### config.mk
export PLATFORM = sky130hd
export DESIGN_NAME = addr_gen
export DESIGN_NICKNAME = d
export VERILOG_FILES = /design/src/rtl/addrgen_pkg.sv /design/src/rtl/addr_inc.sv /design/src/rtl/addr_ctrl.sv /design/src/rtl/addr_path.sv /design/src/rtl/addr_gen.sv
export SDC_FILE = /design/constraint.sdc
export NUM_CORES = 1
export LEC_CHECK = 0
export BUFFER_PORTS_ARGS = -buffer_cell sky130_fd_sc_hd__buf_4
export CELL_PAD_IN_SITES_DETAIL_PLACEMENT = 0
export CELL_PAD_IN_SITES_GLOBAL_PLACEMENT = 1
export CORE_ASPECT_RATIO = 0.6
export CORE_MARGIN = 2
export CORE_UTILIZATION = 35
export CTS_BUF_LIST = sky130_fd_sc_hd__clkbuf_4
export CTS_CLUSTER_DIAMETER = 30
export CTS_CLUSTER_SIZE = 12
export DETAILED_ROUTE_END_ITERATION = 8
export PLACE_DENSITY = 0.95
export SYNTH_ARGS = -nofsm -noshare
export SYNTH_HDL_FRONTEND = slang
export SYNTH_SLANG_ARGS = --single-unit
### constraint.sdc
create_clock -name clk -period 9.9 [get_ports clk]
set_clock_uncertainty 0.15 [all_clocks]
set_input_delay 0.99 -clock clk [delete_from_list [all_inputs] [get_ports clk]]
set_output_delay 0.99 -clock clk [all_outputs]
set_load 0.01 [all_outputs]
### src/rtl/addrgen_pkg.sv
package addrgen_pkg;
  typedef enum logic [1:0] {LO_PCL, LO_DPL, LO_SP, LO_T} loSrc_e;
  typedef enum logic [2:0] {
    HI_PCH, HI_DPH, HI_ZERO, HI_STACK, HI_VEC, HI_RSV5, HI_RSV6, HI_RSV7
  } hiSrc_e;

  typedef struct packed {
    logic   pcLd;
    logic   pcWb;
    logic   spLd;
    logic   spWb;
    logic   dec;
    loSrc_e loSel;
    hiSrc_e hiSel;
  } addrStrobes_t;
endpackage

### src/rtl/addr_inc.sv
module addr_inc #(
  parameter int ADDR_W = 16
) (
  input  logic [ADDR_W-1:0] src,
  input  logic              dec,
  output logic [ADDR_W-1:0] res
);
  // one adder; decrement adds all-ones, wrapping modulo 2^ADDR_W
  logic [ADDR_W-1:0] delta;
  assign delta = dec ? {ADDR_W{1'b1}} : ADDR_W'(1);
  assign res   = src + delta;
endmodule

### src/rtl/addr_ctrl.sv
module addr_ctrl
  import addrgen_pkg::*;
(
  input  logic [1:0]   lowSel,
  input  logic [2:0]   highSel,
  input  logic         incDir,
  input  logic         wbPc,
  input  logic         wbSp,
  input  logic         pcLoad,
  input  logic         spLoad,
  output addrStrobes_t st
);
  // loads take precedence over incrementer write-back
  always_comb begin
    st.pcLd  = pcLoad;
    st.pcWb  = wbPc & ~pcLoad;
    st.spLd  = spLoad;
    st.spWb  = wbSp & ~spLoad;
    st.dec   = incDir;
    st.loSel = loSrc_e'(lowSel);
    st.hiSel = hiSrc_e'(highSel);
  end
endmodule

### src/rtl/addr_path.sv
module addr_path
  import addrgen_pkg::*;
#(
  parameter int BYTE_W   = 8,
  parameter int ADDR_W   = 2 * BYTE_W,
  parameter logic [ADDR_W-1:0] RESET_PC = '0
) (
  input  logic              clk,
  input  logic              rstN,
  input  addrStrobes_t      st,
  input  logic [ADDR_W-1:0] pcLoadVal,
  input  logic [BYTE_W-1:0] spLoadVal,
  input  logic [BYTE_W-1:0] dpl,
  input  logic [BYTE_W-1:0] dph,
  input  logic [BYTE_W-1:0] tByte,
  input  logic [1:0]        vecSel,
  output logic [ADDR_W-1:0] addr,
  output logic [ADDR_W-1:0] incBus,
  output logic [ADDR_W-1:0] pcOut,
  output logic [BYTE_W-1:0] spOut,
  output logic [BYTE_W-1:0] vecLow
);
  localparam logic [BYTE_W-1:0] ALL_ONES   = {BYTE_W{1'b1}};
  localparam logic [BYTE_W-1:0] PAGE_ZERO  = '0;
  localparam logic [BYTE_W-1:0] PAGE_STACK = BYTE_W'(1);
  localparam logic [BYTE_W-1:0] PAGE_VEC   = ALL_ONES;
  localparam logic [BYTE_W-1:0] SP_INIT    = ALL_ONES;

  logic [ADDR_W-1:0] pcReg;
  logic [BYTE_W-1:0] spReg;
  logic [BYTE_W-1:0] loBus, hiBus;
  logic              armed;

  // low address byte source
  always_comb begin
    unique case (st.loSel)
      LO_PCL:  loBus = pcReg[BYTE_W-1:0];
      LO_DPL:  loBus = dpl;
      LO_SP:   loBus = spReg;
      default: loBus = tByte;
    endcase
  end

  // high address byte source, fixed pages included
  always_comb begin
    case (st.hiSel)
      HI_PCH:   hiBus = pcReg[ADDR_W-1:BYTE_W];
      HI_DPH:   hiBus = dph;
      HI_STACK: hiBus = PAGE_STACK;
      HI_VEC:   hiBus = PAGE_VEC;
      default:  hiBus = PAGE_ZERO;
    endcase
  end

  assign addr = {hiBus, loBus};

  addr_inc #(.ADDR_W(ADDR_W)) inc_i (
    .src (addr),
    .dec (st.dec),
    .res (incBus)
  );

  // vector low-byte constants: all-ones minus 5, 3, 1, 0
  always_comb begin
    case (vecSel)
      2'd0:    vecLow = ALL_ONES - BYTE_W'(5);
      2'd1:    vecLow = ALL_ONES - BYTE_W'(3);
      2'd2:    vecLow = ALL_ONES - BYTE_W'(1);
      default: vecLow = ALL_ONES;
    endcase
  end

  always_ff @(posedge clk) begin
    if (!rstN) begin
      pcReg <= RESET_PC;
      spReg <= SP_INIT;
      armed <= 1'b0;
    end else begin
      armed <= 1'b1;
      if (st.pcLd)      pcReg <= pcLoadVal;
      else if (st.pcWb) pcReg <= incBus;
      if (st.spLd)      spReg <= spLoadVal;
      else if (st.spWb) spReg <= incBus[BYTE_W-1:0];
    end
  end

  assign pcOut = pcReg;
  assign spOut = spReg;

  // PC write-back lands the previous incrementer result
  p_pc_wb_r5: assert property (@(posedge clk) disable iff (!rstN)
    (armed && $past(st.pcWb)) |-> pcReg == $past(incBus));

  // SP write-back keeps only the low byte of the previous result
  p_sp_wb_r6: assert property (@(posedge clk) disable iff (!rstN)
    (armed && $past(st.spWb)) |-> spReg == $past(incBus[BYTE_W-1:0]));

  // a load captures the presented value
  p_pc_load_r7: assert property (@(posedge clk) disable iff (!rstN)
    (armed && $past(st.pcLd)) |-> pcReg == $past(pcLoadVal));

  // without strobes both registers hold
  p_hold_r9: assert property (@(posedge clk) disable iff (!rstN)
    (armed && !$past(st.pcLd || st.pcWb || st.spLd || st.spWb))
      |-> ($stable(pcReg) && $stable(spReg)));

  // incrementer result sits one step away from the address
  p_inc_step_r4: assert property (@(posedge clk) disable iff (!rstN)
    (incBus - addr == ADDR_W'(1)) || (addr - incBus == ADDR_W'(1)));

  // vector constants stay in the top page slot
  always_comb begin
    a_vec_top_r8: assert (vecLow[BYTE_W-1:3] == ALL_ONES[BYTE_W-1:3] || !rstN);
  end
endmodule

### src/rtl/addr_gen.sv
module addr_gen
  import addrgen_pkg::*;
#(
  parameter int BYTE_W = 8,
  parameter int ADDR_W = 2 * BYTE_W,
  parameter logic [ADDR_W-1:0] RESET_PC = '0
) (
  input  logic              clk,
  input  logic              rstN,
  input  logic [1:0]        lowSel,
  input  logic [2:0]        highSel,
  input  logic              incDir,
  input  logic              wbPc,
  input  logic              wbSp,
  input  logic              pcLoad,
  input  logic [ADDR_W-1:0] pcLoadVal,
  input  logic              spLoad,
  input  logic [BYTE_W-1:0] spLoadVal,
  input  logic [BYTE_W-1:0] dpl,
  input  logic [BYTE_W-1:0] dph,
  input  logic [BYTE_W-1:0] tByte,
  input  logic [1:0]        vecSel,
  output logic [ADDR_W-1:0] addr,
  output logic [ADDR_W-1:0] incBus,
  output logic [ADDR_W-1:0] pcOut,
  output logic [BYTE_W-1:0] spOut,
  output logic [BYTE_W-1:0] vecLow
);
  addrStrobes_t st;

  addr_ctrl ctrl_i (
    .lowSel (lowSel),
    .highSel(highSel),
    .incDir (incDir),
    .wbPc   (wbPc),
    .wbSp   (wbSp),
    .pcLoad (pcLoad),
    .spLoad (spLoad),
    .st     (st)
  );

  addr_path #(.BYTE_W(BYTE_W), .ADDR_W(ADDR_W), .RESET_PC(RESET_PC)) path_i (
    .clk      (clk),
    .rstN     (rstN),
    .st       (st),
    .pcLoadVal(pcLoadVal),
    .spLoadVal(spLoadVal),
    .dpl      (dpl),
    .dph      (dph),
    .tByte    (tByte),
    .vecSel   (vecSel),
    .addr     (addr),
    .incBus   (incBus),
    .pcOut    (pcOut),
    .spOut    (spOut),
    .vecLow   (vecLow)
  );
endmodule

* Word level (Yosys, flattened, before mapping)
Index checks and enable logic that the tools add are counted.
** Storage, ports and cells
- Register bits :: 24
- Input port bits :: 62
** Operators by class
- $add $sub $neg :: 1
- Eq/ne operators :: 7
- Muxes and demuxes :: 8
- Bitwise gates (word level) :: 4
- Reduce and logical (&&, ||, !) cells :: 5
** Operators with widths (count)
- $mux W16 :: 3
- $pmux W8 S4 :: 1
- $pmux W8 S3 :: 1
- $add A16 B16 Y16 :: 1
- $mux W8 :: 2
- $pmux W3 S3 :: 1
- $eq A2 B1 Y1 const B :: 2
- $eq A2 B2 Y1 const B :: 2
- $logic_not A2 Y1 :: 2
- $reduce_bool A2 Y1 :: 2
- $eq A3 B1 Y1 const B :: 1
- $eq A3 B2 Y1 const B :: 1
- $eq A3 B3 Y1 const B :: 1
- $logic_not A3 Y1 :: 1
- $and A1 B1 Y1 :: 2
- $not A1 Y1 :: 2

* Depth between registers and ports, before layout
Gate-level depths: netlist of the first run.
- Depth in word-level cells :: 5
- Mapped depth :: 13
- Gate-level depth less buffers :: 11

* Modules after synthesis
A second synthesis of the first run with hierarchy kept.
** Second synthesis, totals
- Cell total of the unflattened synthesis :: 263
- Area, all modules :: 2489.9 um^2
** By module, submodules not included
- addr_path :: instances 1, cells each 152, area an instance 1642.8 um^2
- addr_inc :: instances 1, cells each 101, area an instance 759.5 um^2
- addr_ctrl :: instances 1, cells each 10, area an instance 87.6 um^2

* Worst setup path after synthesis of the first run
OpenSTA, ideal clock, no wires.
- Path type :: input to output
- Start point :: input port lowSel[0]
- End point :: output port incBus[12]
- Arrival :: 3.541 ns
- Required time :: 8.760 ns
- Path slack :: 5.219 ns
- Stages :: 9
- Path buffers :: 1
- Path through :: buf_6 mux4_1 fa_1 a21o_1 a221oi_1 nor2_1 o31ai_1 nor2b_1 xnor2_1
** On the way
- Cells in the longest elaborated chain, start to end :: 3
- Elaborated cells between the ends (all ways) :: 5
- Those cells by class :: 1 x add/sub; 2 x eq/ne; 1 x mux; 1 x reduce/logical
** Ends and longest elaborated chain
- from (decl) :: RTL line addr_gen.sv:10 : input logic [1:0] lowSel,
- $eq A2 B2 Y1, or another cell as far along :: RTL line addr_path.sv:36 : unique case (st.loSel)
- $pmux W8 S3 (*) :: RTL line addr_path.sv:36
- named net addr[1] :: RTL line addr_gen.sv:23 : output logic [ADDR_W-1:0] addr,
- $add A16 B16 Y16 (*) :: RTL line addr_inc.sv:11 : assign res = src + delta;
- to (decl) :: RTL line addr_gen.sv:24 : output logic [ADDR_W-1:0] incBus,
Mark *: on every way through the listed nets, which the timed path passes. The rest lies on a longest branch.

* Final worst setup path of the first run
- Start point :: input port lowSel[0]
- End point :: output port incBus[12]
** On the way
- Cells in the longest elaborated chain, start to end :: 3
- Elaborated cells between the ends (all ways) :: 5
- Those cells by class :: 1 x add/sub; 2 x eq/ne; 1 x mux; 1 x reduce/logical
** Ends and longest elaborated chain (RTL line)
- $eq A2 B2 Y1, or another cell as far along :: addr_path.sv:36
- $pmux W8 S3 (*) :: addr_path.sv:36
- $add A16 B16 Y16 (*) :: addr_inc.sv:11
Every way passes the cells marked *; elsewhere a longest branch is shown, timed or not.

==> run metrics, run 1 <==
Post-DRT Antenna Nets=0; Residual DRC=0; CTS tree=yes; hold path depth=2; R2R depth=8; GRT Util Overall=0.2198; slew of the pin with the lowest slew margin=0.6663 ns; TritonCTS buffer count=3; wire per inst=17.17 µm; initial antenna violation count=0; kind of end point of the critical path=primary output; Initial Util=0.3714; total negative slack=0 ns; IO Port Bufs=120; Clock Pin Slew Worst Setup and Hold Paths=0.15 ns; initial DRC count=143; Flop pwr share=0.261; max cap viols=0; DP Area=3208 µm²; antenna cells=0; YS warnings=0; combinational power share=0.570; Worst Path Arrival=around 4.0 ns; post-synthesis sequential element count=24; Worst-Skew Late Latency=between 0.3 and 0.4 ns; register area share after synthesis=0.2061; Hold Crit Class=flip-flop to flip-flop; Fillers=619; Switch Pwr=0.1731 mW; CTS Hold Bufs=0; CTS Root Cell=clkbuf_4; design area=3261 µm²; Crit-path slowest cell=mux4_2; flop2flop setup slack=around 6.7 ns; critical path launch point type=input pin; placed wire-length estimate=6543 µm; Clock power frac=0.168; Finish-stage setup viols=0; cells after synthesis=286; Die Ht=67.22 µm; kind of critical path=input pin to primary output; P per Cell Area=134.7 nW/µm²; Fmax=195.4 MHz; total setup buffers inserted after CTS=0; final hold vios=0; final non-filler cell total=about 480; leakage=1.531 nW; hold path endpoint=path_i.pcOut[5]$_SDFFE_PN0P_; slew margin rel.=0.5542; Crit path top cell by count=buf_4; P_int=roughly 0.27 mW; post-route minimum period=5.117 ns; Design Power=0.4391 mW; Placed Instances=about 470; status=complete, no violations; r2r endpoint=path_i.pcOut[10]$_SDFFE_PN0P_; DR pass1 iterations=5; post-cts resize count=0; R2R Path Start=path_i.pcOut[0]$_SDFFE_PN0P_; Routed WL=between 8000 and 9000 µm; Die Wd=109.4 µm; Async SR Flop Fraction=0; vias in the first global route=about 2,500; die area=7350 µm²; Layout area overhead=39.88%; GPL Wtd Cong=0.8240; fin util=0.5195; worst-path cell chain=buf_4 > mux4_2 > fa_1 > a21o_1 > a221oi_1 > nor2_1 > o31ai_1 > nor2b_1 > xnor2_1 > buf_4; Slew Viols, Final=0; peak fanout along the critical path=8; maximum clock path buffer count=2; required time of the critical path=roughly 8.8 ns; gr ovfl total=0; Yosys cell types=52; Core Area=6276 µm²; Top FF cell, synth=dfxtp_1; Max VDD drop=0.00005843 V; largest net degree at the start of global routing=25; slowest cell delay on critical path=0.63 ns; synthesized cell area=2331 µm²; CTS sink cnt=24; fin nets=~470; most frequent cells in the layout=buf_4 (120), nor2_1 (42), a21oi_1 (29), nand2_1 (26), dfxtp_1 (24); RSZ-0062 raised after global routing=false; H-Tree Depth=1; hold path start=path_i.pcOut[5]$_SDFFE_PN0P_; number of synthesized flops with an enable pin=0; first-pass GRT wire length=12,420 µm; commonest non-fill, non-tap cell in the layout=buf_4; Avg Synthesized Cell Area=8.150 µm²; fin crit share=0.5169; vias after detailed routing=2,604; proportion of layout cells with a drive suffix above 1=0.3504; I/O pins=126; via/cell ratio=5.482; Rows=22; Sw Share=0.3942
-- cells in the mapped netlist (all sizes together) (3+ instances only) --
cell type / instances / area (µm²)
a31oi: 4 / 55.05
a21oi: 29 / 145.1
xor2: 3 / 26.28
mux2: 4 / 45.04
nor2b: 4 / 25.02
dfxtp: 24 / 480.5
mux4: 8 / 206.5
nand3: 6 / 30.03
o21ai: 15 / 75.07
ha: 14 / 175.2
buf: 8 / 67.56
a21o: 4 / 31.28
clkbuf: 15 / 76.33
inv: 8 / 30.03
a211oi: 7 / 52.55
o211ai: 5 / 37.54
nor2: 42 / 157.7
and2: 3 / 18.77
nand2: 26 / 97.59
mux2i: 10 / 100.1
nor3: 3 / 15.01
and3: 3 / 18.77
a31o: 3 / 26.28
xnor2: 11 / 96.34
-- flip-flops by register name, indices dropped and copies added (netlist names) --
signal	cells
path_i.pcOut	16
path_i.spOut	8
-- worst max-delay path by stage --
stage / slack, ns / from / to
after CTS: 4.81 / lowSel[0] / incBus[12]
after global placement: 4.88 / lowSel[0] / incBus[12]
final: 4.78 / lowSel[0] / incBus[12]
after global routing: 4.63 / lowSel[0] / incBus[12]
after floorplan: 5.22 / lowSel[0] / incBus[12]
after detailed placement: 4.82 / lowSel[0] / incBus[12]
-- per-layer routing --
layer  track usage  part of all wire  wire length [µm]
met5             0                 0                 0
met4       0.03006            0.0047                38
met3       0.07239             0.095               771
met2        0.3364              0.43              3509
met1        0.3093              0.47              3834
-- power by group through the flow --
stage	clock network, mW	logic, mW	registers (mW)
CTS	0.0762	0.249	0.115
floorplan	0	0.138	0.119
detailed placement	0	0.247	0.117
global placement	0	0.244	0.117
finish	0.0739	0.250	0.115
global route	0.0804	0.270	0.116
-- worst max-delay path: cells and delay by family --
family | cells | cell delay, ns
AOI/OAI and AO/OA | 3 | 1.08
xor gates and xnor gates | 1 | 0.13
adders and majority gates | 1 | 0.47
buffers and inverters | 2 | 0.32
muxes | 1 | 0.63
and+or+nand+nor | 2 | 0.35
-- per-stage QoR --
step	hold slack (ns)	setup slack (ns)
2_1_floorplan	0.3986	5.219
3_3_place_gp	0.3862	4.881
3_5_place_dp	0.3883	4.817
4_1_cts	0.4101	4.811
5_1_grt	0.4662	4.626
6_report	0.4062	4.783
-- cell families (layout without fill, tap and decap cells) --
kind of cell	Yosys count	count (layout)	synth area share
AO/OA/AOI/OAI	87	87	0.2598
XOR/XNOR	14	14	0.05260
adder cells (fa/ha/maj)	15	15	0.08374
buffers and inverters	31	132	0.07461
flip-flops	24	24	0.2061
multiplexers	22	22	0.1508
other	1	5	0.001609
AND/OR/NAND/NOR	92	92	0.1707
-- layout make-up --
type,count,area (µm²),area share
multi-input combinational,235,1692,0.5188
timing repair buffer,120,900.9,0.2763
sequential,24,480.5,0.1474
tap,84,105.1,0.03223
clock inverter,1,30.03,0.009210
inverter,8,30.03,0.009210
clock buffer,3,22.52,0.006907
No activity file was read; power rests on OpenSTA's default activity.
==> run 2: changes to the inputs <==
--- a/config.mk
+++ b/config.mk
@@ -10,12 +10,12 @@
 export CELL_PAD_IN_SITES_GLOBAL_PLACEMENT = 1
 export CORE_ASPECT_RATIO = 0.6
 export CORE_MARGIN = 2
-export CORE_UTILIZATION = 35
+export CORE_UTILIZATION = 29
 export CTS_BUF_LIST = sky130_fd_sc_hd__clkbuf_4
 export CTS_CLUSTER_DIAMETER = 30
 export CTS_CLUSTER_SIZE = 12
 export DETAILED_ROUTE_END_ITERATION = 8
-export PLACE_DENSITY = 0.95
+export PLACE_DENSITY = 0.85
 export SYNTH_ARGS = -nofsm -noshare
 export SYNTH_HDL_FRONTEND = slang
 export SYNTH_SLANG_ARGS = --single-unit
==> constraint.sdc (replaced) <==
create_clock -name clk -period 4.5 [get_ports clk]
set_clock_uncertainty 0.15 [all_clocks]
set_input_delay 0.45 -clock clk [delete_from_list [all_inputs] [get_ports clk]]
set_output_delay 0.45 -clock clk [all_outputs]
set_load 0.01 [all_outputs]
==> run metrics, run 2 (synthesized netlist as in run 1, its figures left out) <==
largest net degree at the start of global routing=25 (unchanged); antenna cells=0 (unchanged); Worst Path Arrival=3.49 ns (-0.49 ns); Rows=25 (+14%); die area=8795 µm² (+20%); R2R depth=8 (unchanged); initial DRC count=128 (-10%); Crit-path slowest cell=mux4_2; R2R Path Start=path_i.spOut[0]$_SDFFE_PN1P_; total negative slack=0 ns (unchanged); slew of the pin with the lowest slew margin=0.6794 ns (+0.01313 ns); CTS Root Cell=clkbuf_4; Finish-stage setup viols=0 (unchanged); Fmax=roughly 240 MHz; TritonCTS buffer count=3 (unchanged); Routed WL=8257 µm (+1.3%); Post-DRT Antenna Nets=0 (unchanged); maximum clock path buffer count=2 (unchanged); Die Wd=119.7 µm (+9.5%); kind of critical path=flip-flop to primary output; IO Port Bufs=120 (unchanged); Fillers=831 (+34%); design area=3272 µm² (+0.35%); H-Tree Depth=1 (unchanged); I/O pins=126 (unchanged); post-cts resize count=0 (unchanged); Max VDD drop=0.0001388 V (+140%); kind of end point of the critical path=primary output; vias in the first global route=2,451 (-1.4%); GPL Wtd Cong=0.8827 (+7.1%); fin crit share=0.9081; Clock Pin Slew Worst Setup and Hold Paths=0.14 ns (about the same); Slew Viols, Final=0 (unchanged); flop2flop setup slack=1.21 ns (-5.50 ns); Largest register FFs=16 (unchanged); Residual DRC=0 (unchanged); required time of the critical path=3.90 ns (-4.86 ns); max cap viols=0 (unchanged); initial antenna violation count=0 (unchanged); post-route minimum period=4.086 ns; r2r endpoint=path_i.pcOut[10]$_SDFFE_PN0P_; Core Area=7820 µm² (+25%); slew margin rel.=0.5454 (-0.008784); vias after detailed routing=2,525 (-3.0%); total setup buffers inserted after CTS=0 (unchanged); CTS Hold Bufs=0 (unchanged); RSZ-0062 raised after global routing=false; CTS sink cnt=24 (unchanged); GRT Util Overall=0.1843 (-0.03549); hold path endpoint=path_i.spOut[1]$_SDFFE_PN1P_; proportion of layout cells with a drive suffix above 1=0.3495 (-0.0008938); final hold vios=0 (unchanged); gr ovfl total=0 (unchanged); commonest non-fill, non-tap cell in the layout=buf_4; worst-path cell chain=mux4_2 > fa_1 > a21o_1 > a221oi_1 > nor2_1 > o31ai_1 > nor2b_1 > xnor2_1 > buf_4; wire per inst=16.51 µm (-3.8%); fin nets=470 (+0.21%); Worst-Skew Late Latency=0.32 ns (about the same); placed wire-length estimate=6728 µm (+2.8%); P per Cell Area=276.4 nW/µm² (+110%); Layout area overhead=40.37%; most frequent cells in the layout=buf_4 (121), nor2_1 (42), a21oi_1 (29), nand2_1 (26), dfxtp_1 (24); Die Ht=73.45 µm (+9.3%); peak fanout along the critical path=6 (-2); first-pass GRT wire length=12,790 µm (+2.9%); leakage=1.524 nW (-0.49%); via/cell ratio=5.050 (-7.9%); critical path launch point type=flip-flop; CTS tree=yes; hold path start=spLoadVal[1]; hold path depth=3 (+1); DR pass1 iterations=5 (unchanged); status=complete, no violations; slowest cell delay on critical path=0.59 ns (-0.04 ns); Initial Util=0.2981 (-0.07333); DP Area=3246 µm² (+1.2%); Hold Crit Class=input pin to flip-flop
==> run 2: cell type report <==
type	instances	area [µm²]	area share
multi-input combinational	235	1692	0.5170
timing repair buffer	121	908.4	0.2776
sequential	24	480.5	0.1468
tap	108	135.1	0.04130
inverter	8	30.03	0.009178
clock buffer	3	22.52	0.006883
clock inverter	1	3.754	0.001147
==> run 2: report_power, final <==
part	internal [mW]	leakage, nW	switching (mW)	total (mW)
sequential	0.235	0.200	0.0183	0.253
clock	0.0325	0.0154	0.0707	0.103
combinational	0.261	1.31	0.287	0.548
==> run 2: worst max-delay path, delay by kind of cell, from the launching register on <==
family	cells	cell delay, ns
fa+ha+maj	1	0.48
buf+inv	1	0.14
compound gates	3	1.10
simple gates	2	0.36
flops	1	0.37
xor+xnor	1	0.13
mux	1	0.59
==> run 2: routing by layer <==
| metal | global-route usage | up-vias | wire length, µm |
|---|---|---|---|
| met3 | 0.05512 | 4 | 644 |
| met5 | 0 | - | 0 |
| li1 | - | 1254 | - |
| met2 | 0.2876 | 81 | 3617 |
| met1 | 0.2607 | 1186 | 3961 |
| met4 | 0.01961 | 0 | 34 |
==> run 2: how the worst max path moves through the flow <==
stage	slack, ns	cells past startpoint	from	to
floorplan	0.90	9	lowSel[0]	incBus[12]
global placement	0.56	10	lowSel[0]	incBus[12]
detailed placement	0.46	10	lowSel[0]	incBus[12]
CTS	0.43	9	path_i.spOut[0]$_SDFFE_PN1P_	incBus[12]
global route	0.27	9	path_i.spOut[0]$_SDFFE_PN1P_	incBus[12]
finish	0.41	9	path_i.spOut[0]$_SDFFE_PN1P_	incBus[12]
==> run 2: stage by stage <==
step | power (mW) | hold slack, ns | utilization | instances | setup WS (ns)
after floorplan | 0.5672 | 0.3986 | - | 290 | 0.8987
after global placement | 0.7987 | 0.3983 | 0.4150 | 496 | 0.5559
after detailed placement | 0.8047 | 0.3930 | 0.4150 | 496 | 0.4646
after CTS | 0.9103 | 0.1682 | 0.4184 | 500 | 0.4308
after global routing | 0.9687 | 0.1632 | 0.4184 | 500 | 0.2749
final | 0.9045 | 0.1773 | 0.4184 | 500 | 0.4136
==> run 3: changes to the inputs <==
--- a/config.mk
+++ b/config.mk
@@ -10,12 +10,14 @@
 export CELL_PAD_IN_SITES_GLOBAL_PLACEMENT = 1
 export CORE_ASPECT_RATIO = 0.6
 export CORE_MARGIN = 2
-export CORE_UTILIZATION = 29
+export CORE_UTILIZATION = 31
 export CTS_BUF_LIST = sky130_fd_sc_hd__clkbuf_4
 export CTS_CLUSTER_DIAMETER = 30
 export CTS_CLUSTER_SIZE = 12
 export DETAILED_ROUTE_END_ITERATION = 8
 export PLACE_DENSITY = 0.85
+export SLEW_MARGIN = 20
 export SYNTH_ARGS = -nofsm -noshare
 export SYNTH_HDL_FRONTEND = slang
+export SYNTH_HIERARCHICAL = 1
 export SYNTH_SLANG_ARGS = --single-unit
==> run metrics, run 3 <==
Core Area=7820 µm² (unchanged); GRT Util Overall=0.1801 (-0.004277); initial antenna violation count=0 (unchanged); Fmax=260.0 MHz (+6.2%); initial DRC count=188 (+47%); final setup margin=0.6532 ns (+0.2396 ns); CTS sink cnt=24 (unchanged); first-pass GRT wire length=12,690 µm (-0.75%); Routed WL=8106 µm (-1.8%); DP Area=3344 µm² (+3.0%); Switch Pwr=0.3557 mW (-5.4%); commonest non-fill, non-tap cell in the layout=buf_4; Max VDD drop=0.0001503 V (+8.3%); Worst Path Arrival=3.25 ns (-0.24 ns); gr ovfl total=0 (unchanged); P per Cell Area=278.4 nW/µm² (+0.71%); placed wire-length estimate=6626 µm (-1.5%); YS warnings=6 (+6); CTS Root Cell=clkbuf_4; P_int=0.5900 mW (+12%); fin nets=439 (-6.6%); design area=3397 µm² (+3.8%); CTS Hold Bufs=0 (unchanged); synthesized cell area=2490 µm² (+6.8%); peak fanout along the critical path=5 (-1); Clock power frac=0.167 (+0.053); RSZ-0062 raised after global routing=false; Async SR Flop Fraction=0 (unchanged); Layout area overhead=36.43%; Sw Share=0.3761 (-0.03977); largest net degree at the start of global routing=34 (+36%); status=complete, no violations; cells after synthesis=263 (-8.0%); Initial Util=0.3184 (+0.02032); Worst-Skew Late Latency=0.33 ns (about the same); H-Tree Depth=1 (unchanged); total negative slack=0 ns (unchanged); Hold Crit Class=input pin to flip-flop; Die Wd=119.7 µm (about the same); Die Ht=73.42 µm (about the same); final hold vios=0 (unchanged); Commonest cells post-synth=a21oi_1 (24), dfxtp_1 (24), nand2b_1 (17), o211a_1 (16); most frequent cells in the layout=buf_4 (120), a21oi_1 (24), dfxtp_1 (24), nand2b_1 (17), o211a_1 (16); max cap viols=0 (unchanged); proportion of layout cells with a drive suffix above 1=0.4321 (+0.08264); top area cells in the synthesized netlist=dfxtp_1 (19%), mux4_2 (7.2%), ha_1 (7.0%), o211a_1 (6.4%), mux2_4 (6.0%); storage element area=480.5 µm² (unchanged); pre-CTS setup slack=0.7454 ns (+0.2808 ns); cell accounting for the most synthesized area=dfxtp_1; Largest register FFs=16 (unchanged); Clock Pin Slew Worst Setup and Hold Paths=0.16 ns (+0.02 ns); Yosys cell types=54 (+3.8%); antenna cells=0 (unchanged); fin crit share=0.8549 (-0.05323); combinational power share=0.567 (-0.039); slew margin rel.=0.3871 (-0.1582); wire per inst=17.28 µm (+4.7%); post-cts resize count=0 (unchanged); R2R Path Start=path_i/pcOut[2]$_SDFFE_PN0P_; via/cell ratio=5.230 (+3.6%); die area=8788 µm² (about the same); fin util=0.4344 (+0.01600); R2R depth=9 (+1); critical path launch point type=flip-flop; post-synthesis sequential element count=24 (unchanged); DR pass1 iterations=5 (unchanged); slew of the pin with the lowest slew margin=0.9109 ns (+0.2315 ns); Slew Viols, Final=0 (unchanged); I/O pins=126 (unchanged); vias after detailed routing=2,453 (-2.9%); Hold Slack=0.2803 ns (+0.1030 ns); Fillers=778 (-6.4%); flop2flop setup slack=1.06 ns (-0.15 ns); post-route minimum period=3.847 ns (-0.2396 ns); kind of end point of the critical path=primary output; required time of the critical path=3.90 ns (about the same); r2r endpoint=path_i/pcOut[9]$_SDFFE_PN0P_; Rows=25 (unchanged); total setup buffers inserted after CTS=0 (unchanged); number of synthesized flops with an enable pin=0 (unchanged); register area share after synthesis=0.1930 (-0.01315); Post-DRT Antenna Nets=0 (unchanged); leakage=1.701 nW (+12%); final non-filler cell total=469 (-6.2%); area share of the largest cell type after synthesis=0.1930 (-0.01315); crit path capture=incBus[15]; Top FF cell, synth=dfxtp_1; IO Port Bufs=120 (unchanged); GPL Wtd Cong=0.9552 (+8.2%); Placed Instances=465 (-6.3%); maximum clock path buffer count=2 (unchanged); kind of critical path=flip-flop to primary output; crit path from=path_i/pcOut[2]$_SDFFE_PN0P_; TritonCTS buffer count=3 (unchanged); Finish-stage setup viols=0 (unchanged); Avg Synthesized Cell Area=9.467 µm² (+16%); CTS tree=yes; vias in the first global route=2,327 (-5.1%); Flop pwr share=0.265 (-0.015); multi-input logic area=1809 µm² (+7.0%); Residual DRC=0 (unchanged); Design Power=0.9458 mW (+4.6%)
[run 3: power groups by stage]
stage	clock, mW	combinational (mW)	sequential, mW
2_1_floorplan	0	0.307	0.258
3_3_place_gp	0	0.527	0.255
3_5_place_dp	0	0.530	0.255
4_1_cts	0.163	0.533	0.250
5_1_grt	0.171	0.575	0.253
6_report	0.158	0.537	0.251
[run 3: layout make-up]
type,instances,share of cell area
sequential,24,0.1414
tap,108,0.03978
timing repair buffer,120,0.2652
clock inverter,1,0.008840
clock buffer,3,0.006630
inverter,5,0.005525
multi-input combinational,208,0.5326
[run 3: how the worst min path moves through the flow]
stage                                       from                            to  cells past startpoint
floorplan           path_i/spOut[4]$_SDFFE_PN1P_  path_i/spOut[4]$_SDFFE_PN1P_                      2
global placement    path_i/spOut[4]$_SDFFE_PN1P_  path_i/spOut[4]$_SDFFE_PN1P_                      2
detailed placement  path_i/spOut[4]$_SDFFE_PN1P_  path_i/spOut[4]$_SDFFE_PN1P_                      2
CTS                                 pcLoadVal[1]  path_i/pcOut[1]$_SDFFE_PN0P_                      3
global route                        pcLoadVal[2]  path_i/pcOut[2]$_SDFFE_PN0P_                      3
finish                              pcLoadVal[1]  path_i/pcOut[1]$_SDFFE_PN0P_                      3
[run 3: cells by family after synthesis]
family | synth area share
muxes | 0.1960
buffers and inverters | 0.08643
adders and majority gates | 0.07839
xor gates and xnor gates | 0.04573
other | 0.001506
AOI/OAI and AO/OA | 0.2302
and+or+nand+nor | 0.1689
DFF | 0.1930
[run 3: routing by layer]
layer,wire length [µm],global-route usage,vias to the layer above
met5,0,0,-
met4,105,0.04052,0
met3,546,0.03261,10
met2,3417,0.2546,100
met1,4036,0.2793,1172
li1,-,-,1171
[run 3: critical path, stage by stage, from the launching register on]
cell and delay, ns:
dfxtp_1 0.38, mux4_2 0.49, ha_1 0.36, a21oi_1 0.21
a21oi_1 0.11, nor4_1 0.70, o41ai_1 0.23, xnor2_1 0.27
buf_4 0.17
